==> src/rtl/vf_nco_pkg.sv <==
package vf_nco_pkg;
  typedef enum logic [1:0] {
    LD_NONE   = 2'b00,
    LD_STAGE  = 2'b01,
    LD_COMMIT = 2'b10,
    LD_BOTH   = 2'b11
  } ld_op_e;
endpackage

==> src/rtl/vf_nco_word_load.sv <==
module vf_nco_word_load #(
  parameter int unsigned BYTE_W = 8,
  localparam int unsigned WORD_W = 2 * BYTE_W
) (
  input  logic              clk_i,
  input  logic              rst_ni,
  input  logic              hi_wr_i,
  input  logic              lo_wr_i,
  input  logic [BYTE_W-1:0] byte_i,
  output logic [BYTE_W-1:0] stage_o,
  output logic [WORD_W-1:0] word_o
);
  import vf_nco_pkg::*;

  ld_op_e op;
  logic [BYTE_W-1:0] stage_q;
  logic [WORD_W-1:0] word_q;

  assign op = ld_op_e'({lo_wr_i, hi_wr_i});

  always_ff @(posedge clk_i or negedge rst_ni) begin
    if (!rst_ni) begin
      stage_q <= '0;
      word_q  <= '0;
    end else begin
      unique case (op)
        LD_STAGE:  stage_q <= byte_i;
        LD_COMMIT: word_q  <= {stage_q, byte_i};
        LD_BOTH: begin
          // commit sees the old staged byte
          word_q  <= {stage_q, byte_i};
          stage_q <= byte_i;
        end
        default: ;
      endcase
    end
  end

  assign stage_o = stage_q;
  assign word_o  = word_q;
endmodule

==> src/rtl/vf_nco_step_dec.sv <==
module vf_nco_step_dec #(
  parameter int unsigned WORD_W = 16
) (
  input  logic [WORD_W-1:0] word_i,
  output logic [WORD_W-1:0] step_o
);
  always_comb begin
    if (word_i[WORD_W-1]) step_o = (~word_i) + 1'b1;
    else                  step_o = word_i;
  end
endmodule

==> src/rtl/vf_nco_accum.sv <==
module vf_nco_accum #(
  parameter int unsigned WORD_W = 16
) (
  input  logic              clk_i,
  input  logic              rst_ni,
  input  logic              en_i,
  input  logic [WORD_W-1:0] step_i,
  output logic [WORD_W-1:0] acc_o,
  output logic              tick_o
);
  logic [WORD_W-1:0] acc_q, acc_nxt;
  logic              tick_q;

  assign acc_nxt = acc_q + step_i;

  always_ff @(posedge clk_i or negedge rst_ni) begin
    if (!rst_ni) begin
      acc_q  <= '0;
      tick_q <= 1'b0;
    end else if (!en_i) begin
      acc_q  <= '0;
      tick_q <= 1'b0;
    end else begin
      acc_q  <= acc_nxt;
      tick_q <= acc_nxt[WORD_W-1] & ~acc_q[WORD_W-1];
    end
  end

  assign acc_o  = acc_q;
  assign tick_o = tick_q;
endmodule

==> src/rtl/vf_nco.sv <==
module vf_nco #(
  parameter int unsigned BYTE_W = 8,
  localparam int unsigned WORD_W = 2 * BYTE_W
) (
  input  logic              clk_i,
  input  logic              rst_ni,
  input  logic              en_i,
  input  logic              hi_wr_i,
  input  logic              lo_wr_i,
  input  logic [BYTE_W-1:0] byte_i,
  output logic              wave_o,
  output logic              tick_o
);
  logic [BYTE_W-1:0] stage_w;
  logic [WORD_W-1:0] word_w, step_w, acc_w;

  vf_nco_word_load #(.BYTE_W(BYTE_W)) i_load (
    .clk_i   (clk_i),
    .rst_ni  (rst_ni),
    .hi_wr_i (hi_wr_i),
    .lo_wr_i (lo_wr_i),
    .byte_i  (byte_i),
    .stage_o (stage_w),
    .word_o  (word_w)
  );

  vf_nco_step_dec #(.WORD_W(WORD_W)) i_dec (
    .word_i (word_w),
    .step_o (step_w)
  );

  vf_nco_accum #(.WORD_W(WORD_W)) i_acc (
    .clk_i  (clk_i),
    .rst_ni (rst_ni),
    .en_i   (en_i),
    .step_i (step_w),
    .acc_o  (acc_w),
    .tick_o (tick_o)
  );

  assign wave_o = acc_w[WORD_W-1];
endmodule

==> config.mk <==
export PLATFORM = sky130hd
export DESIGN_NAME = vf_nco
export DESIGN_NICKNAME = d
export VERILOG_FILES = /design/src/rtl/vf_nco_pkg.sv /design/src/rtl/vf_nco_word_load.sv /design/src/rtl/vf_nco_step_dec.sv /design/src/rtl/vf_nco_accum.sv /design/src/rtl/vf_nco.sv
export SDC_FILE = /design/constraint.sdc
export NUM_CORES = 1
export LEC_CHECK = 0
export BUFFER_PORTS_ARGS = -buffer_cell sky130_fd_sc_hd__buf_2
export CORE_MARGIN = 2
export CORE_UTILIZATION = 55
export CTS_CLUSTER_DIAMETER = 50
export CTS_CLUSTER_SIZE = 16
export DETAILED_ROUTE_END_ITERATION = 12
export PLACE_DENSITY = 0.79
export SLEW_MARGIN = 10
export SYNTH_ARGS = -nofsm -noshare
export SYNTH_HDL_FRONTEND = slang
export SYNTH_SLANG_ARGS = --single-unit
==> constraint.sdc <==
create_clock -name clk_i -period 3.2 [get_ports clk_i]
set_clock_uncertainty 0.1 [all_clocks]
set_input_delay 0.48 -clock clk_i [delete_from_list [all_inputs] [get_ports clk_i]]
set_output_delay 0.48 -clock clk_i [all_outputs]
set_load 0.01 [all_outputs]
## Word level (Yosys, flattened, before mapping)

Index checks and enable logic that the tools add are counted.

| storage, ports and cells | value |
|---|---|
| flip-flop bits (word level) | 41 |
| bits of input ports | 13 |
| output and inout port bits | 2 |
| word-level logic and storage cells | 17 |

| cells by class | value |
|---|---|
| add/sub/neg operators | 2 |
| eq/ne operators | 3 |
| mux-type cells | 3 |
| bitwise operators | 3 |
| reductions and logical operators | 2 |

Operators by type and width:

| operator | number |
|---|---|
| $mux 16 | 2 |
| $add 16x1->16 const B | 1 |
| $add 16x16->16 | 1 |
| $not 16->16 | 1 |
| $eq 2x2->1 const B | 2 |
| $reduce_or 2->1 | 2 |
| $eq 2x1->1 const B | 1 |
| $and 1x1->1 | 1 |
| $mux 1 | 1 |
| $not 1->1 | 1 |

## Depth between registers and ports, before layout

Gate-level depths: netlist of run 1.

| depth | value |
|---|---|
| word-level depth | 6 |
| gate-level depth with buffers | 12 |
| mapped depth without buffers | 12 |

## Cells and area by module

A second synthesis of run 1 with hierarchy kept.

| second synthesis, totals | value |
|---|---|
| cells, all modules | 244 |
| area, all modules | 2617.5 µm² |

By module, submodules not included:

| module | instances | cells an instance | area an instance (µm²) |
|---|---|---|---|
| vf_nco_accum | 1 | 145 | 1307.5 |
| vf_nco_word_load | 1 | 51 | 944.7 |
| vf_nco_step_dec | 1 | 48 | 365.4 |

## Worst setup path before layout of run 1

Ideal clock, no wire load.

| path | value |
|---|---|
| path type | flip-flop to flip-flop |
| start point | register i_load.word_q[4] (netlist: i_load.word_o[4]) |
| end point | register i_acc.acc_q[14] (netlist: i_acc.acc_o[14]) |
| setup time | 0.069 ns |
| arrival | 2.990 ns |
| path slack | 0.041 ns |
| stages on the path, launching flop included | 11 |
| period minus slack after synthesis | 3.159 ns |
| cell sequence | dfrtp_1 > or4_4 > or3_1 > buf_2 > o41ai_1 > xnor2_1 > ha_1 > a21oi_1 > o21ai_0 > or4_1 > nand3_1 |

| on the way | value |
|---|---|
| cells in the longest elaborated chain, start to end | 5 |

RTL lines:

| what | RTL line | source |
|---|---|---|
| from (decl) | vf_nco_word_load.sv:17 | `logic [WORD_W-1:0] word_q;` |
| from (signal assigned) | vf_nco_word_load.sv:28 | `LD_COMMIT: word_q <= {stage_q, byte_i};` |
| from (signal assigned) | vf_nco_word_load.sv:31 | `word_q <= {stage_q, byte_i};` |
| $not 16->16 | vf_nco_step_dec.sv:8 | `if (word_i[WORD_W-1]) step_o = (~word_i) + 1'b1;` |
| $add 16x1->16 | vf_nco_step_dec.sv:8 |  |
| $mux 16 * | vf_nco_step_dec.sv:8 |  |
| $add 16x16->16 * | vf_nco_accum.sv:14 | `assign acc_nxt = acc_q + step_i;` |
| $mux 16 * | vf_nco_accum.sv:20 | `end else if (!en_i) begin` |
| to (signal assigned) | vf_nco_accum.sv:24 | `acc_q <= acc_nxt;` |
| to (decl) | vf_nco_accum.sv:11 | `logic [WORD_W-1:0] acc_q, acc_nxt;` |

Mark *: on every way between the ends. The rest lies on a longest branch, timed or not.
A chain may end at the register's enable or synchronous reset.

## Worst setup path after layout of run 1

| path | value |
|---|---|
| start point | register i_load.word_q[6] (netlist: i_load.word_o[6]) |
| end point | register i_acc.acc_q[15] (netlist: i_acc.acc_o[15]) |

Same word-level chain as after synthesis.

==> results of run 1 <==
==> cells in the final DEF (no fill, tap or decap), types with 12 or more instances in the layout <==
cell type	instances
nand2_1	22
a21oi_1	12
buf_2	14
ha_1	17
nor2_1	13
o21ai_0	14
mux2_2	22
dfrtp_1	41
buf_4	25
xnor2_1	15
==> sequential cells by signal, summed over array words and instances, names as in the netlist <==
| signal | cells |
|---|---|
| i_load.stage_o | 8 |
| i_load.word_o | 16 |
| i_acc.tick_o | 1 |
| i_acc.acc_o | 16 |
==> repair_timing <==
action,4_1_cts,5_1_grt
resized for setup,9,12
pin swaps,2,6
setup buffers,2,5
cloned,0,0
endpoints found under the setup margin,4,6
==> cell type report <==
type                    instances  area, um^2  share of cell area (%)
multi-input cells             191        1480                    50.0
well taps                      52        65.1                    2.19
inverters                       7        26.3                   0.885
repair buffers                 41         280                    9.44
clock buffers                   6        72.6                    2.44
flip-flops and latches         41        1030                    34.6
clock inverters                 2        15.0                   0.506
==> metrics by stage <==
stage | power (mW) | cells | TNS, ns | utilization, % | hold slack (ns)
5_1_grt | 2.53 | 340 | -0.471 | 68.2 | 0.283
4_1_cts | 2.25 | 335 | 0 | 66.0 | 0.259
3_3_place_gp | 1.82 | 325 | -0.0695 | 62.8 | 0.388
2_1_floorplan | 1.53 | 246 | 0 | - | 0.0844
3_5_place_dp | 1.85 | 325 | -0.291 | 62.8 | 0.391
6_report | 2.35 | 340 | 0 | 68.2 | 0.204
==> worst max-delay path by stage <==
stage | start | endpoint | slack [ns] | cells past startpoint
final | i_load.word_o[6] | i_acc.acc_o[15] | 0.01 | 13
after global routing | i_load.word_o[6] | i_acc.acc_o[15] | -0.17 | 13
after CTS | i_load.word_o[6] | i_acc.acc_o[11] | 0.003 | 10
after detailed placement | i_load.word_o[6] | i_acc.acc_o[15] | -0.12 | 10
after global placement | i_load.word_o[6] | i_acc.acc_o[15] | -0.05 | 10
after floorplan | i_load.word_o[4] | i_acc.acc_o[14] | 0.04 | 10
==> per-layer routing <==
metal  up-vias  global-route usage [%]
met4         0                    5.45
met3        11                    3.99
li1        963                       -
met2        52                    35.6
met1       961                    31.0
met5         -                       0
==> logic make-up (layout without fill, tap and decap cells) <==
kind of cell	after synthesis	in the layout
buffers and inverters	14	56
adder cells (fa/ha/maj)	18	18
flip-flops	41	41
XOR/XNOR	17	17
multiplexers	27	27
AND/OR/NAND/NOR	73	73
AO/OA/AOI/OAI	56	56
==> power by group through the flow <==
stage	Clock (mW)	Combinational, mW	Sequential, mW
floorplan	0	0.827	0.705
global placement	0	1.11	0.709
detailed placement	0	1.14	0.714
CTS	0.349	1.20	0.704
global route	0.374	1.44	0.718
finish	0.346	1.30	0.706
==> worst max-delay path: stages (launching register included) <==
cell and delay, ns:
dfrtp_1 0.40, or4_4 0.54, or3_4 0.37, buf_6 0.14, o31ai_4 0.21, xnor2_1 0.12, ha_1 0.38, nand2_2 0.11
buf_6 0.13, nor4_2 0.14, nor2_1 0.06, o211ai_1 0.08, buf_4 0.16, mux2i_1 0.18
==> synthesized netlist by cell type (all sizes together) (7+ instances only) <==
cell type	count
dfrtp	41
or3	7
mux2	22
a21oi	14
o21ai	17
nor3	9
ha	17
nand2	23
nor2	13
xnor2	15
inv	7
==> results.json, run 1 <==
{
  "status": "finished clean",
  "cp_data_required_time_ns": 3.32,
  "cp-start-kind": "flip-flop",
  "r2r_cells": 13,
  "synth_top_family_by_area": "simple AND/OR/NAND/NOR gates",
  "m1WireLength_mm": 2.52,
  "ys_types": 43,
  "globalplace.congestion": 0.905,
  "max_slew_margin_pct": 39.5,
  "syn-num-nets": 277,
  "syn_inst": 246,
  "ys_warn_count": 0,
  "clockRootBuffer": "clkbuf_8",
  "setup_slack_ns": 0.00959,
  "wl_met3_um": 247,
  "drt_iter0_markers": 179,
  "drive_above_1_share_pct": 29.2,
  "yosysSeqAreaShare_pct": 41.5,
  "regToRegEndpoint": "i_acc.acc_o[15]",
  "ys_top_cells_by_area": "dfrtp_1 (41%), mux2_2 (10%), ha_1 (8.6%), xnor2_1 (5.3%), nand2_1 (3.5%)",
  "path_class": "flip-flop to flip-flop",
  "rsz0062_at_grt": "true",
  "final_cell_area_um2": 2970,
  "critPathCaptureType": "flip-flop",
  "clock_latency_ns": 0.29,
  "min_period_over_period_pct": 99.7,
  "cts_buffers": 5,
  "n_antenna_cell": 0,
  "p_leak_nw": 1.33,
  "ioPinCount": 15,
  "r2r_slack_ns": 0.01,
  "top_layer": "met4",
  "hold_class": "input pin to async pin",
  "power.share.clock_pct": 14.7,
  "route.antenna.remaining_nets": 0,
  "dp_slack_ns": -0.116,
  "cts_max_path_buffers": 2,
  "maxSlewViolCount": 0,
  "netlist.area_leader.share_pct": 41.5,
  "grt_usage_pct": 22.0,
  "die_y_um": 71.1,
  "firstDrtPassIters": 4,
  "grt_pass1_vias": 1866,
  "power.density_nw_per_um2": 792,
  "async_reset_ff_share_pct": 100,
  "max_freq_mhz": 313,
  "initial_core_util_pct": 56.8,
  "crit_path_max_fanout": 4,
  "finalHoldViolations": 0,
  "synthAdderAreaFrac_pct": 9.40,
  "antenna_found_initial": 0,
  "worstPathArrival_ns": 3.31,
  "nets": 318,
  "grt_pass1_wl_mm": 8.76,
  "p_comb_share_pct": 55.2,
  "port_buffers": 14,
  "setup_viol": 0,
  "drc_errors": 0,
  "synthXorXnorAreaFrac_pct": 6.02,
  "fillers": 319,
  "coreArea_um2": 4350,
  "max-vdd-ir-drop_mv": 0.394,
  "synth_edf_count": 0,
  "switchingPower_mw": 0.938,
  "grt-ovfl-total": 0,
  "rows": 24,
  "min_period_ns": 3.19,
  "die_area_um2": 5050,
  "synth_top_area_cell": "dfrtp_1",
  "drv_cap": 0,
  "clk_pin_slew_worst_paths_ns": 0.09,
  "routed_wl_mm": 5.50,
  "via_per_inst": 5.84,
  "vias": 1987,
  "r2r-start": "i_load.word_o[6]",
  "tightest_slew_ns": 0.907,
  "tritoncts": "yes",
  "synth_compound_area_share_pct": 14.1,
  "cts-hold-fix-buffers": 0,
  "netlist_area_um2": 2470,
  "die_w_um": 71.1,
  "wl_met2_mm": 2.67,
  "avgSynthCellArea_um2": 10.1,
  "internal_power_mw": 1.41,
  "synthSimpleGateAreaFrac_pct": 14.9,
  "seqPwrFrac_pct": 30.0,
  "cts_num_sinks": 41,
  "syn2layout_area_growth_pct": 20.0,
  "muxShareOfSynthArea_pct": 12.0,
  "dp_hpwl_mm": 3.76,
  "grt_max_degree": 42,
  "wl_per_cell_um": 16.2,
  "swShare_pct": 39.9,
  "ys_ff_latch": 41,
  "h-tree-depth": 2,
  "ys.flop_type": "dfrtp_1",
  "dpl_cell_area_um2": 2730
}
Power figures use the tool's default switching activity.
==> run 2, diff against run 1 <==
--- a/config.mk
+++ b/config.mk
@@ -11,6 +11,7 @@
 export CTS_CLUSTER_DIAMETER = 50
 export CTS_CLUSTER_SIZE = 16
 export DETAILED_ROUTE_END_ITERATION = 12
+export MAX_ROUTING_LAYER = met4
 export PLACE_DENSITY = 0.79
 export SLEW_MARGIN = 10
 export SYNTH_ARGS = -nofsm -noshare
==> results.json, run 2 (synthesized netlist as in run 1, its figures left out) <==
{
  "firstDrtPassIters": 4,
  "power.density_nw_per_um2": 814,
  "drt_iter0_markers": 136,
  "vias": 1969,
  "dp_slack_ns": -0.0734,
  "h-tree-depth": 2,
  "maxSlewViolCount": 0,
  "tritoncts": "yes",
  "violations": "setup timing",
  "cts_buffers": 5,
  "setup_slack_ns": -0.000467,
  "rows": 24,
  "grt_pass1_vias": 1975,
  "syn2layout_area_growth_pct": 22.4,
  "crit_top_cell": "buf_4",
  "min_period_ns": 3.20,
  "finalHoldViolations": 0,
  "status": "complete, but fails checks",
  "min_period_over_period_pct": 100,
  "nets": 318,
  "via_per_inst": 5.79,
  "critPathCaptureType": "flip-flop",
  "rsz0062_at_grt": "true",
  "cp_slowest_cell": "or4_4",
  "antenna_found_initial": 0,
  "max_slew_margin_pct": 39.2,
  "slowest_delay_ns": 0.54,
  "grt_usage_pct": 23.5,
  "cts_num_sinks": 41,
  "initial_core_util_pct": 56.8,
  "grt_max_degree": 42,
  "globalplace.congestion": 0.891,
  "hold_class": "input pin to async pin",
  "worstPathArrival_ns": 3.32,
  "die_w_um": 71.1,
  "dp_hpwl_mm": 3.89,
  "clock_latency_ns": 0.30,
  "cts_max_path_buffers": 2,
  "layout_common_cells": "dfrtp_1 (41), buf_4 (27), nand2_1 (23), mux2_2 (22), ha_1 (15)",
  "max-vdd-ir-drop_mv": 0.396,
  "wl_per_cell_um": 16.3,
  "coreArea_um2": 4350,
  "setup_viol": 1,
  "grt-ovfl-total": 0,
  "clockRootBuffer": "clkbuf_8",
  "n_antenna_cell": 0,
  "fin_util_pct": 69.6,
  "ioPinCount": 15,
  "p_leak_nw": 1.36,
  "path_cells": "or4_4 > or3_4 > buf_4 > o21ai_2 > xnor2_2 > ha_1 > nand2_1 > buf_4 > o21a_1 > o21ai_0 > a21oi_1 > mux2i_1",
  "power.total_mw": 2.47,
  "max_freq_mhz": 312,
  "cp_data_required_time_ns": 3.32,
  "drv_cap": 0,
  "routed_wl_mm": 5.55,
  "grt_pass1_wl_mm": 8.97,
  "die_y_um": 71.1,
  "cp-start-kind": "flip-flop",
  "drive_above_1_share_pct": 30.9,
  "port_buffers": 14,
  "clk_pin_slew_worst_paths_ns": 0.09,
  "tightest_slew_ns": 0.912,
  "crit_path_max_fanout": 4,
  "die_area_um2": 5050,
  "path_class": "flip-flop to flip-flop",
  "route.antenna.remaining_nets": 0,
  "layout_commonest_cell": "dfrtp_1",
  "drc_errors": 0
}
## run 2: worst paths after layout
path / startpoint / endpoint / slack, ns / depth (start not counted)
max reg2reg: i_load.word_o[6] / i_acc.acc_o[12] / -0.0005 / 12
min in group clk_i: byte_i[0] / i_load.word_o[0] / 0.31 / 3
min: rst_ni / i_acc.acc_o[13] / 0.20 / 1
min reg2reg: i_load.stage_o[3] / i_load.word_o[11] / 0.41 / 1
max in group asynchronous: rst_ni / i_load.word_o[7] / 2.22 / 1
max: i_load.word_o[6] / i_acc.acc_o[12] / -0.0005 / 12
## run 2: where the power goes
| group | total [mW] | switching [mW] | internal, mW |
|---|---|---|---|
| Clock | 0.426 | 0.192 | 0.234 |
| Combinational | 1.33 | 0.701 | 0.633 |
| Sequential | 0.708 | 0.0696 | 0.638 |
## run 2: layout make-up
type / count / area, um^2
clock inverter: 2 / 38.8
fill: 292 / 1320
sequential: 41 / 1030
multi-input combinational: 191 / 1530
inverter: 7 / 26.3
clock buffer: 6 / 72.6
timing repair buffer: 41 / 273
tap: 52 / 65.1
## run 2: worst max-delay path: cells and delay by family, from the launching register on
kind,cells,cell delay [ns]
flip-flops,1,0.39
buffers and inverters,2,0.29
XOR/XNOR,1,0.18
multiplexers,1,0.25
adder cells (fa/ha/maj),1,0.35
AND/OR/NAND/NOR,3,1.01
AO/OA/AOI/OAI,4,0.55
## run 2: timing repair
| action | in CTS | in global routing |
|---|---|---|
| buffers inserted | 3 | 2 |
| pin swaps | 7 | 7 |
| resized for setup | 10 | 17 |
| endpoints found under the hold margin | 0 | 0 |
| hold buffers | 0 | 0 |
| setup endpoints to repair | 4 | 6 |
| cloned | 0 | 0 |
## run 2: metrics by stage
stage	area, um^2	std cells	setup TNS, ns	hold WS (ns)
2_1_floorplan	2470	246	0	0.0844
3_3_place_gp	2750	327	0	0.390
3_5_place_dp	2750	327	-0.228	0.394
4_1_cts	2930	338	0	0.239
5_1_grt	3030	340	-0.332	0.291
6_report	3030	340	-0.000467	0.204
## run 2: per-layer routing
| layer | vias up | part of all wire [%] | global-route usage (%) |
|---|---|---|---|
| li1 | 972 | - | - |
| met1 | 927 | 45 | 30.2 |
| met2 | 56 | 49 | 37.5 |
| met3 | 14 | 4.5 | 4.70 |
| met4 | 0 | 2.1 | 7.97 |
| met5 | - | 0 | - |
==> run 3, diff against run 2 <==
--- a/config.mk
+++ b/config.mk
@@ -7,12 +7,13 @@
 export LEC_CHECK = 0
 export BUFFER_PORTS_ARGS = -buffer_cell sky130_fd_sc_hd__buf_2
 export CORE_MARGIN = 2
-export CORE_UTILIZATION = 55
+export CORE_UTILIZATION = 57
+export CTS_BUF_LIST = sky130_fd_sc_hd__clkbuf_8
 export CTS_CLUSTER_DIAMETER = 50
 export CTS_CLUSTER_SIZE = 16
 export DETAILED_ROUTE_END_ITERATION = 12
 export MAX_ROUTING_LAYER = met4
-export PLACE_DENSITY = 0.79
+export PLACE_DENSITY = 0.81
 export SLEW_MARGIN = 10
 export SYNTH_ARGS = -nofsm -noshare
 export SYNTH_HDL_FRONTEND = slang
==> results.json, run 3 (synthesized netlist as in run 1, its figures left out) <==
{
  "status": "finished clean",
  "cp_data_required_time_ns": 3.33,
  "max_slew_margin_pct": 39.1,
  "drv_cap": 0,
  "min_period_ns": 3.17,
  "hold_class": "input pin to async pin",
  "antenna_found_initial": 0,
  "fillers": 290,
  "vias": 1923,
  "grt-ovfl-total": 0,
  "coreArea_um2": 4090,
  "routed_wl_mm": 5.17,
  "grt_pass1_wl_mm": 8.71,
  "drt_iter0_markers": 186,
  "nets": 307,
  "die_area_um2": 4880,
  "ioPinCount": 15,
  "setup_slack_ns": 0.0308,
  "firstDrtPassIters": 4,
  "die_w_um": 69.9,
  "power.density_nw_per_um2": 803,
  "max-vdd-ir-drop_mv": 0.443,
  "tns_ns": 0,
  "grt_usage_pct": 23.2,
  "multi_input_area_um2": 1470,
  "wl_per_cell_um": 15.8,
  "grt_pass1_vias": 1921,
  "dp_hpwl_mm": 3.80,
  "min_period_over_period_pct": 99.0,
  "die_y_um": 69.9,
  "r2r_slack_ns": 0.03,
  "n_antenna_cell": 0,
  "clock_latency_ns": 0.29,
  "grt_max_degree": 42,
  "cp-start-kind": "flip-flop",
  "finalHoldViolations": 0,
  "setup_viol": 0,
  "route.antenna.remaining_nets": 0,
  "max_freq_mhz": 316,
  "layout_commonest_cell": "dfrtp_1",
  "drive_above_1_share_pct": 27.1,
  "p_leak_nw": 1.30,
  "cts_buffers": 5,
  "tritoncts": "yes",
  "clockRootBuffer": "clkbuf_8",
  "drc_errors": 0,
  "holdWs_ns": 0.210,
  "tightest_slew_ns": 0.914,
  "via_per_inst": 5.88,
  "initial_core_util_pct": 60.6,
  "layout_common_cells": "dfrtp_1 (41), nand2_1 (22), mux2_2 (22), ha_1 (17), buf_4 (16)",
  "h-tree-depth": 2,
  "clk_pin_slew_worst_paths_ns": 0.08,
  "cts-hold-fix-buffers": 0,
  "dp_slack_ns": -0.0123,
  "crit_path_max_fanout": 6,
  "port_buffers": 14,
  "rsz0062_at_grt": "true",
  "critPathCaptureType": "flip-flop",
  "rows": 23,
  "post_cts_buffers": 0,
  "regArea_um2": 1030,
  "path_class": "flip-flop to flip-flop",
  "syn2layout_area_growth_pct": 16.6,
  "cts_max_path_buffers": 2,
  "globalplace.congestion": 0.963,
  "cts_num_sinks": 41,
  "r2r_cells": 9,
  "maxSlewViolCount": 0,
  "worstPathArrival_ns": 3.30
}
==> run 3: cell count changes in the layout (fill, tap and decap cells not counted), moves of 2 or more <==
| cell | change |
|---|---|
| ha_4 | -2 |
| o31ai_4 | -2 |
| ha_1 | +2 |
| o21ai_0 | +2 |
| xnor2_1 | +2 |
| o31ai_2 | +2 |
| buf_4 | -11 |
| xnor2_2 | -2 |
==> run 3: power by group <==
group | leakage (nW) | internal [mW] | switching (mW) | total, mW
logic | 0.735 | 0.538 | 0.662 | 1.20
registers | 0.501 | 0.638 | 0.0642 | 0.702
clock network | 0.0595 | 0.231 | 0.184 | 0.415
==> run 3: repair_timing <==
item / 4_1_cts / 5_1_grt
setup endpoints to repair: 3 / 7
pin swaps: 1 / 4
gates resized for setup: 3 / 16
==> run 3: through the flow <==
stage	power (mW)	util, %	instance area (um^2)	std cells
floorplan	1.53	-	2470	246
global placement	1.79	66.1	2700	319
detailed placement	1.82	66.1	2700	319
CTS	2.25	69.1	2820	327
global route	2.48	70.6	2890	327
finish	2.32	70.6	2890	327
==> run 3: path summary, 6_finish.rpt <==
kind	from	endpoint
max	i_load.word_o[6]	i_acc.acc_o[14]
min	rst_ni	i_acc.acc_o[4]
max reg2reg	i_load.word_o[6]	i_acc.acc_o[14]
min reg2reg	i_load.stage_o[6]	i_load.word_o[14]
max in group asynchronous	rst_ni	i_load.word_o[12]
min in group clk_i	byte_i[0]	i_load.word_o[0]
==> run 3: layout make-up <==
class                           instances  share of cell area (%)
Clock buffer                            5                    2.38
Clock inverter                          3                    1.47
Inverter                                7                   0.910
Multi-Input combinational cell        191                    50.9
Sequential cell                        41                    35.5
Tap cell                               50                    2.17
Timing Repair Buffer                   30                    6.59
==> run 3: worst max-delay path, stage by stage, from the launching register on <==
cell     delay [ns]
dfrtp_1        0.38
or4_4          0.54
or3_4          0.38
o41ai_4        0.23
xnor2_1        0.11
ha_1           0.39
a21oi_1        0.23
o21ai_0        0.14
or4_1          0.53
nand3_1        0.08
==> run 3: routing by layer <==
metal / part of all wire (%) / track usage (%) / wire (um)
met1: 45 / 28.9 / 2340
met2: 50 / 38.5 / 2580
met3: 3.1 / 3.90 / 160
met4: 1.6 / 7.69 / 82
met5: 0 / - / 0
